### src/rtl/uart_irq_pkg.sv
// Package: shared constants for the UART interrupt unit.
// Assumes four causes in a fixed order; the order is also the enable bit order.
package uart_irq_pkg;
    localparam int NUM_SRC  = 4;
    localparam int SRC_RX   = 0;
    localparam int SRC_THRE = 1;
    localparam int SRC_LSR  = 2;
    localparam int SRC_MSR  = 3;
    localparam int CODE_W   = 3;

    typedef logic [CODE_W-1:0] irq_code_t;

    localparam irq_code_t CODE_LSR  = 3'b011;
    localparam irq_code_t CODE_RX   = 3'b010;
    localparam irq_code_t CODE_THRE = 3'b001;
    localparam irq_code_t CODE_MSR  = 3'b000;
endpackage

### src/rtl/uart_irq_src.sv
// Module: sticky pending flag for one interrupt cause.
// Assumes set_i and clr_i are single-cycle strobes; set has priority over clear.
module uart_irq_src (
    input  logic clk,
    input  logic rst_n,
    input  logic set_i,
    input  logic clr_i,
    output logic pend_o
);
    // Latch the event, drop it on acknowledge, keep it when both coincide.
    always_ff @(posedge clk) begin
        if (!rst_n)
            pend_o <= 1'b0;
        else if (set_i)
            pend_o <= 1'b1;
        else if (clr_i)
            pend_o <= 1'b0;
    end
endmodule

### src/rtl/uart_irq_prio.sv
// Module: fixed-priority encoder over the enabled pending causes.
// Assumes act_i is indexed by the package's SRC_* constants.
module uart_irq_prio
    import uart_irq_pkg::*;
(
    input  logic [NUM_SRC-1:0] act_i,
    output irq_code_t          code_o,
    output logic               none_o
);
    // Pick the highest-priority active cause; fall back to the lowest code.
    always_comb begin
        none_o = ~|act_i;
        if (act_i[SRC_LSR])
            code_o = CODE_LSR;
        else if (act_i[SRC_RX])
            code_o = CODE_RX;
        else if (act_i[SRC_THRE])
            code_o = CODE_THRE;
        else
            code_o = CODE_MSR;
    end
endmodule

### src/rtl/uart_irq_ctrl.sv
// Module: UART interrupt enable and identification unit (top).
// Holds the enable mask, one pending flag per cause, the priority encoder
// and the read mux for the two registers. Assumes a single-cycle bus:
// read data follows the address combinationally, and only a read strobe
// at the identification address has a side effect.
module uart_irq_ctrl
    import uart_irq_pkg::*;
#(
    parameter int ADDR_W   = 3,
    parameter int IER_ADDR = 1,
    parameter int IIR_ADDR = 2
) (
    input  logic              clk,
    input  logic              rst_n,
    input  logic [ADDR_W-1:0] reg_addr,
    input  logic              reg_wr,
    input  logic              reg_rd,
    input  logic [7:0]        reg_wdata,
    output logic [7:0]        reg_rdata,
    input  logic              fifo_en,
    input  logic              rx_data_evt,
    input  logic              thr_empty_evt,
    input  logic              line_err_evt,
    input  logic              modem_chg_evt,
    input  logic              rbr_rd_ack,
    input  logic              thr_wr_ack,
    input  logic              lsr_rd_ack,
    input  logic              msr_rd_ack,
    output logic              irq
);
    localparam logic [ADDR_W-1:0] IER_A = ADDR_W'(IER_ADDR);
    localparam logic [ADDR_W-1:0] IIR_A = ADDR_W'(IIR_ADDR);

    logic [NUM_SRC-1:0] ier_q;
    logic [NUM_SRC-1:0] pend_q;
    logic [NUM_SRC-1:0] set_v;
    logic [NUM_SRC-1:0] clr_v;
    logic [NUM_SRC-1:0] act_v;
    irq_code_t          code;
    logic               none;
    logic               iir_thre_rd;
    logic [3:0]         unused_wdata_hi;

    assign unused_wdata_hi = reg_wdata[7:4];

    // Store the enable mask on a write to the enable address.
    always_ff @(posedge clk) begin
        if (!rst_n)
            ier_q <= '0;
        else if (reg_wr && reg_addr == IER_A)
            ier_q <= reg_wdata[NUM_SRC-1:0];
    end

    // An identification read acknowledges transmit empty only while it is reported.
    assign iir_thre_rd = reg_rd && (reg_addr == IIR_A) && !none && (code == CODE_THRE);

    // Route each cause's event and acknowledge to its flag.
    always_comb begin
        set_v           = '0;
        clr_v           = '0;
        set_v[SRC_RX]   = rx_data_evt;
        set_v[SRC_THRE] = thr_empty_evt;
        set_v[SRC_LSR]  = line_err_evt;
        set_v[SRC_MSR]  = modem_chg_evt;
        clr_v[SRC_RX]   = rbr_rd_ack;
        clr_v[SRC_THRE] = thr_wr_ack | iir_thre_rd;
        clr_v[SRC_LSR]  = lsr_rd_ack;
        clr_v[SRC_MSR]  = msr_rd_ack;
    end

    for (genvar g = 0; g < NUM_SRC; g++) begin : g_src
        uart_irq_src i_src (
            .clk    (clk),
            .rst_n  (rst_n),
            .set_i  (set_v[g]),
            .clr_i  (clr_v[g]),
            .pend_o (pend_q[g])
        );
    end

    assign act_v = pend_q & ier_q;

    uart_irq_prio i_prio (
        .act_i  (act_v),
        .code_o (code),
        .none_o (none)
    );

    assign irq = !none;

    // Select read data for the addressed register.
    always_comb begin
        reg_rdata = '0;
        if (reg_addr == IER_A)
            reg_rdata = {{(8-NUM_SRC){1'b0}}, ier_q};
        else if (reg_addr == IIR_A)
            reg_rdata = {{2{fifo_en}}, 2'b00, code, none};
    end
endmodule

### config.mk
export PLATFORM = sky130hd
export DESIGN_NAME = uart_irq_ctrl
export DESIGN_NICKNAME = d
export VERILOG_FILES = /design/src/rtl/uart_irq_pkg.sv /design/src/rtl/uart_irq_src.sv /design/src/rtl/uart_irq_prio.sv /design/src/rtl/uart_irq_ctrl.sv
export SDC_FILE = /design/constraint.sdc
export NUM_CORES = 1
export LEC_CHECK = 0
export BUFFER_PORTS_ARGS = -buffer_cell sky130_fd_sc_hd__buf_2
export CORE_AREA = 2 2 39 41
export DETAILED_ROUTE_END_ITERATION = 12
export DIE_AREA = 0 0 41 43
export PLACE_DENSITY = 0.71
export SLEW_MARGIN = 20
export SYNTH_ARGS = -nofsm -noshare
export SYNTH_HDL_FRONTEND = slang
export SYNTH_SLANG_ARGS = --single-unit
### constraint.sdc
create_clock -name clk -period 2.8 [get_ports clk]
set_input_delay 0.56 -clock clk [delete_from_list [all_inputs] [get_ports clk]]
set_output_delay 0.56 -clock clk [all_outputs]
set_load 0.02 [all_outputs]
==> metrics <==
Worst Path Required 2.24 ns; Core Area 0.001384 mm²; Pins Over Slew Limit 0; metal2 WL 400 µm; critical-path cell list buf_2, nor2b_1, a32oi_1, a21oi_1, buf_2; antenna cell count 0; Post-Route WL 887 µm; Area Overhead vs Synth 34.55%; TritonCTS clock tree done; final setup vio count 0; status complete, no violations; CTS Sinks 8; Post-DP Area 576.8 µm²; clk_skew 0.004125 ns; Hold Vio Cnt, Final 0; global-route wire length before repair 1386 µm; vias in the first global route 367; CTS max path bufs 2; sw power 0.00005417 W; synth warn 0; fin nets 102; Die Y-Extent 43 µm; htree depth 1; RePlAce Congestion 0.6514; worst setup path class input pin to output port; CP bufs+invs 2; initial antenna violation count 0; GR Util All Layers 11.87%; proportion of layout cells with a drive suffix above 1 42.11%; Fmax 504.5 MHz; CP endpoint kind output port; distinct cell type count of the synthesized netlist 20; Pre-Repair DR Iteration Count 4; Clock Latency Late Sink 0.24 ns; floorplan row count 14; critical path arrival 1.42 ns; clock power share 33.5%; DR iter-0 viols 7; Largest delay share family, worst path compound AO/OA/AOI/OAI gates; I/O pin count 33; met3 WL post-DR 100 µm; Setup TNS Final 0 ns; DIE WIDTH 41 µm; delay of the slowest cell on the worst path 0.28 ns; Sw Ratio 22.34%; number of vias per cell 4.728; leakage power 0.2801 nW; maximum vdd drop 0.2501 mV; DR top layer met3; CP max stage cell nor2b_1; CTS Hold Buffers Added 0; Root Driver clkbuf_4; DRC 0; crit start category input pin; HP Class input pin to register; final instance area 599.3 µm²; M1 wire length 385 µm; Post-DRT Antenna Nets 0; GRT overflow 0; RSZ-0062 raised after global routing no; cell area after synthesis 445.4 µm²; Port Buffer Count 26; Final min period 1.982 ns; Pint 0.0001883 W; detailed placement HPWL 753.8 µm; CP most frequent cell buf_2; largest net degree at the start of global routing 9; Comb pwr share 15.8%; register area share after synthesis 35.96%; post_cts resized 0; Num CTS Buffers 3; Via Count 435; clk slew on worst S/H paths 0.05 ns; die area 0.001763 mm²; sequential share of power 50.8%; Gate Count Post-Synth 49; Tcrit/Tclk final 70.79%; MaxCap Viol Count 0; PwrDens 404.5 mW/mm²; wire per inst 9.641 µm; Starting Density 32.19%; synthesized area per cell 9.090 µm²; post-synthesis register bit count 8; Worst Path Max Fanout 5; post-CTS setup buffer count 0
-- worst reg2reg max path, cell delays in order (launching register included) --
cell and delay (ns):
dfxtp_1 0.33, a22oi_1 0.30, a31oi_1 0.14
-- path summary, 6_finish.rpt --
| kind | slack (ns) | startpoint | depth (start not counted) | to |
|---|---|---|---|---|
| min | 0.53 | rx_data_evt | 2 | g_src[0].i_src.pend_o |
| max | 0.82 | reg_addr[1] | 5 | reg_rdata[1] |
| max reg2reg | 1.88 | ier_q[0] | 2 | g_src[1].i_src.pend_o |
| min reg2reg | 0.55 | ier_q[3] | 2 | ier_q[3] |
-- registers in the layout, indices dropped and copies added (netlist names) --
name and count:
g_src.i_src.pend_o 4, ier_q 4
-- through the flow --
step	total power, W	hold slack (ns)	setup slack (ns)	util, %	cells
after floorplan	0.0001465	0.4985	0.8472	-	50
after global placement	0.0001631	0.5285	0.8119	41.68	89
after detailed placement	0.0001637	0.5402	0.8115	41.68	89
after CTS	0.0002465	0.5247	0.8100	43.31	92
after global routing	0.0002587	0.5175	0.7177	43.31	92
final	0.0002424	0.5294	0.8179	43.31	92
-- Yosys cell counts --
master	number	area, µm²
a21oi_1	2	10.01
a22oi_1	2	15.01
a31oi_1	1	6.260
a32oi_1	2	17.52
and2_1	1	6.260
and2b_2	1	8.760
and3b_2	1	10.01
and4b_1	1	10.01
buf_4	4	30.03
conb_1	1	3.750
dfxtp_1	8	160.2
mux2i_1	4	40.04
nand2_1	3	11.26
nand2b_1	1	6.260
nand4_1	1	6.260
nor2_1	1	3.750
nor2b_1	10	62.56
nor4bb_1	1	10.01
o21a_1	3	22.52
o21ai_0	1	5.000
-- power by group through the flow --
stage	registers, W	logic, W	clock network [W]
after floorplan	0.000124	0.0000225	0
after global placement	0.000125	0.0000379	0
after detailed placement	0.000125	0.0000384	0
after CTS	0.000123	0.0000386	0.0000850
after global routing	0.000124	0.0000427	0.0000923
final	0.000123	0.0000382	0.0000811
-- routing by layer --
metal	GRT usage (%)	up-vias
li1	-	227
met2	18.13	17
met1	13.59	191
met5	0	-
met3	4.712	0
met4	6.000	0
-- layout make-up --
class,instances,area [µm²]
clock buffer,3,22.52
fill,153,784.5
multi-input combinational,38,259.0
sequential,8,160.2
tap,16,20.02
timing repair buffer,27,137.6
-- placed cells by master, fill, tap and decap left out, drive strengths merged, types with 2 or more instances in the layout --
| cell type | n |
|---|---|
| a22oi | 2 |
| a32oi | 2 |
| o21a | 3 |
| nand2 | 3 |
| clkbuf | 3 |
| a21oi | 2 |
| mux2i | 4 |
| dfxtp | 8 |
| buf | 27 |
| conb | 2 |
| nor2b | 10 |
-- kinds of logic (layout without fill, tap and decap cells) --
logic type / after synthesis / count (layout) / share of synthesized area, %
and+or+nand+nor: 21 / 21 / 30.34
AOI/OAI and AO/OA: 11 / 11 / 17.13
DFF: 8 / 8 / 35.95
muxes: 4 / 4 / 8.989
buffers and inverters: 4 / 30 / 6.742
other: 1 / 2 / 0.8419
Note: power is estimated with default switching activity, not from simulation.
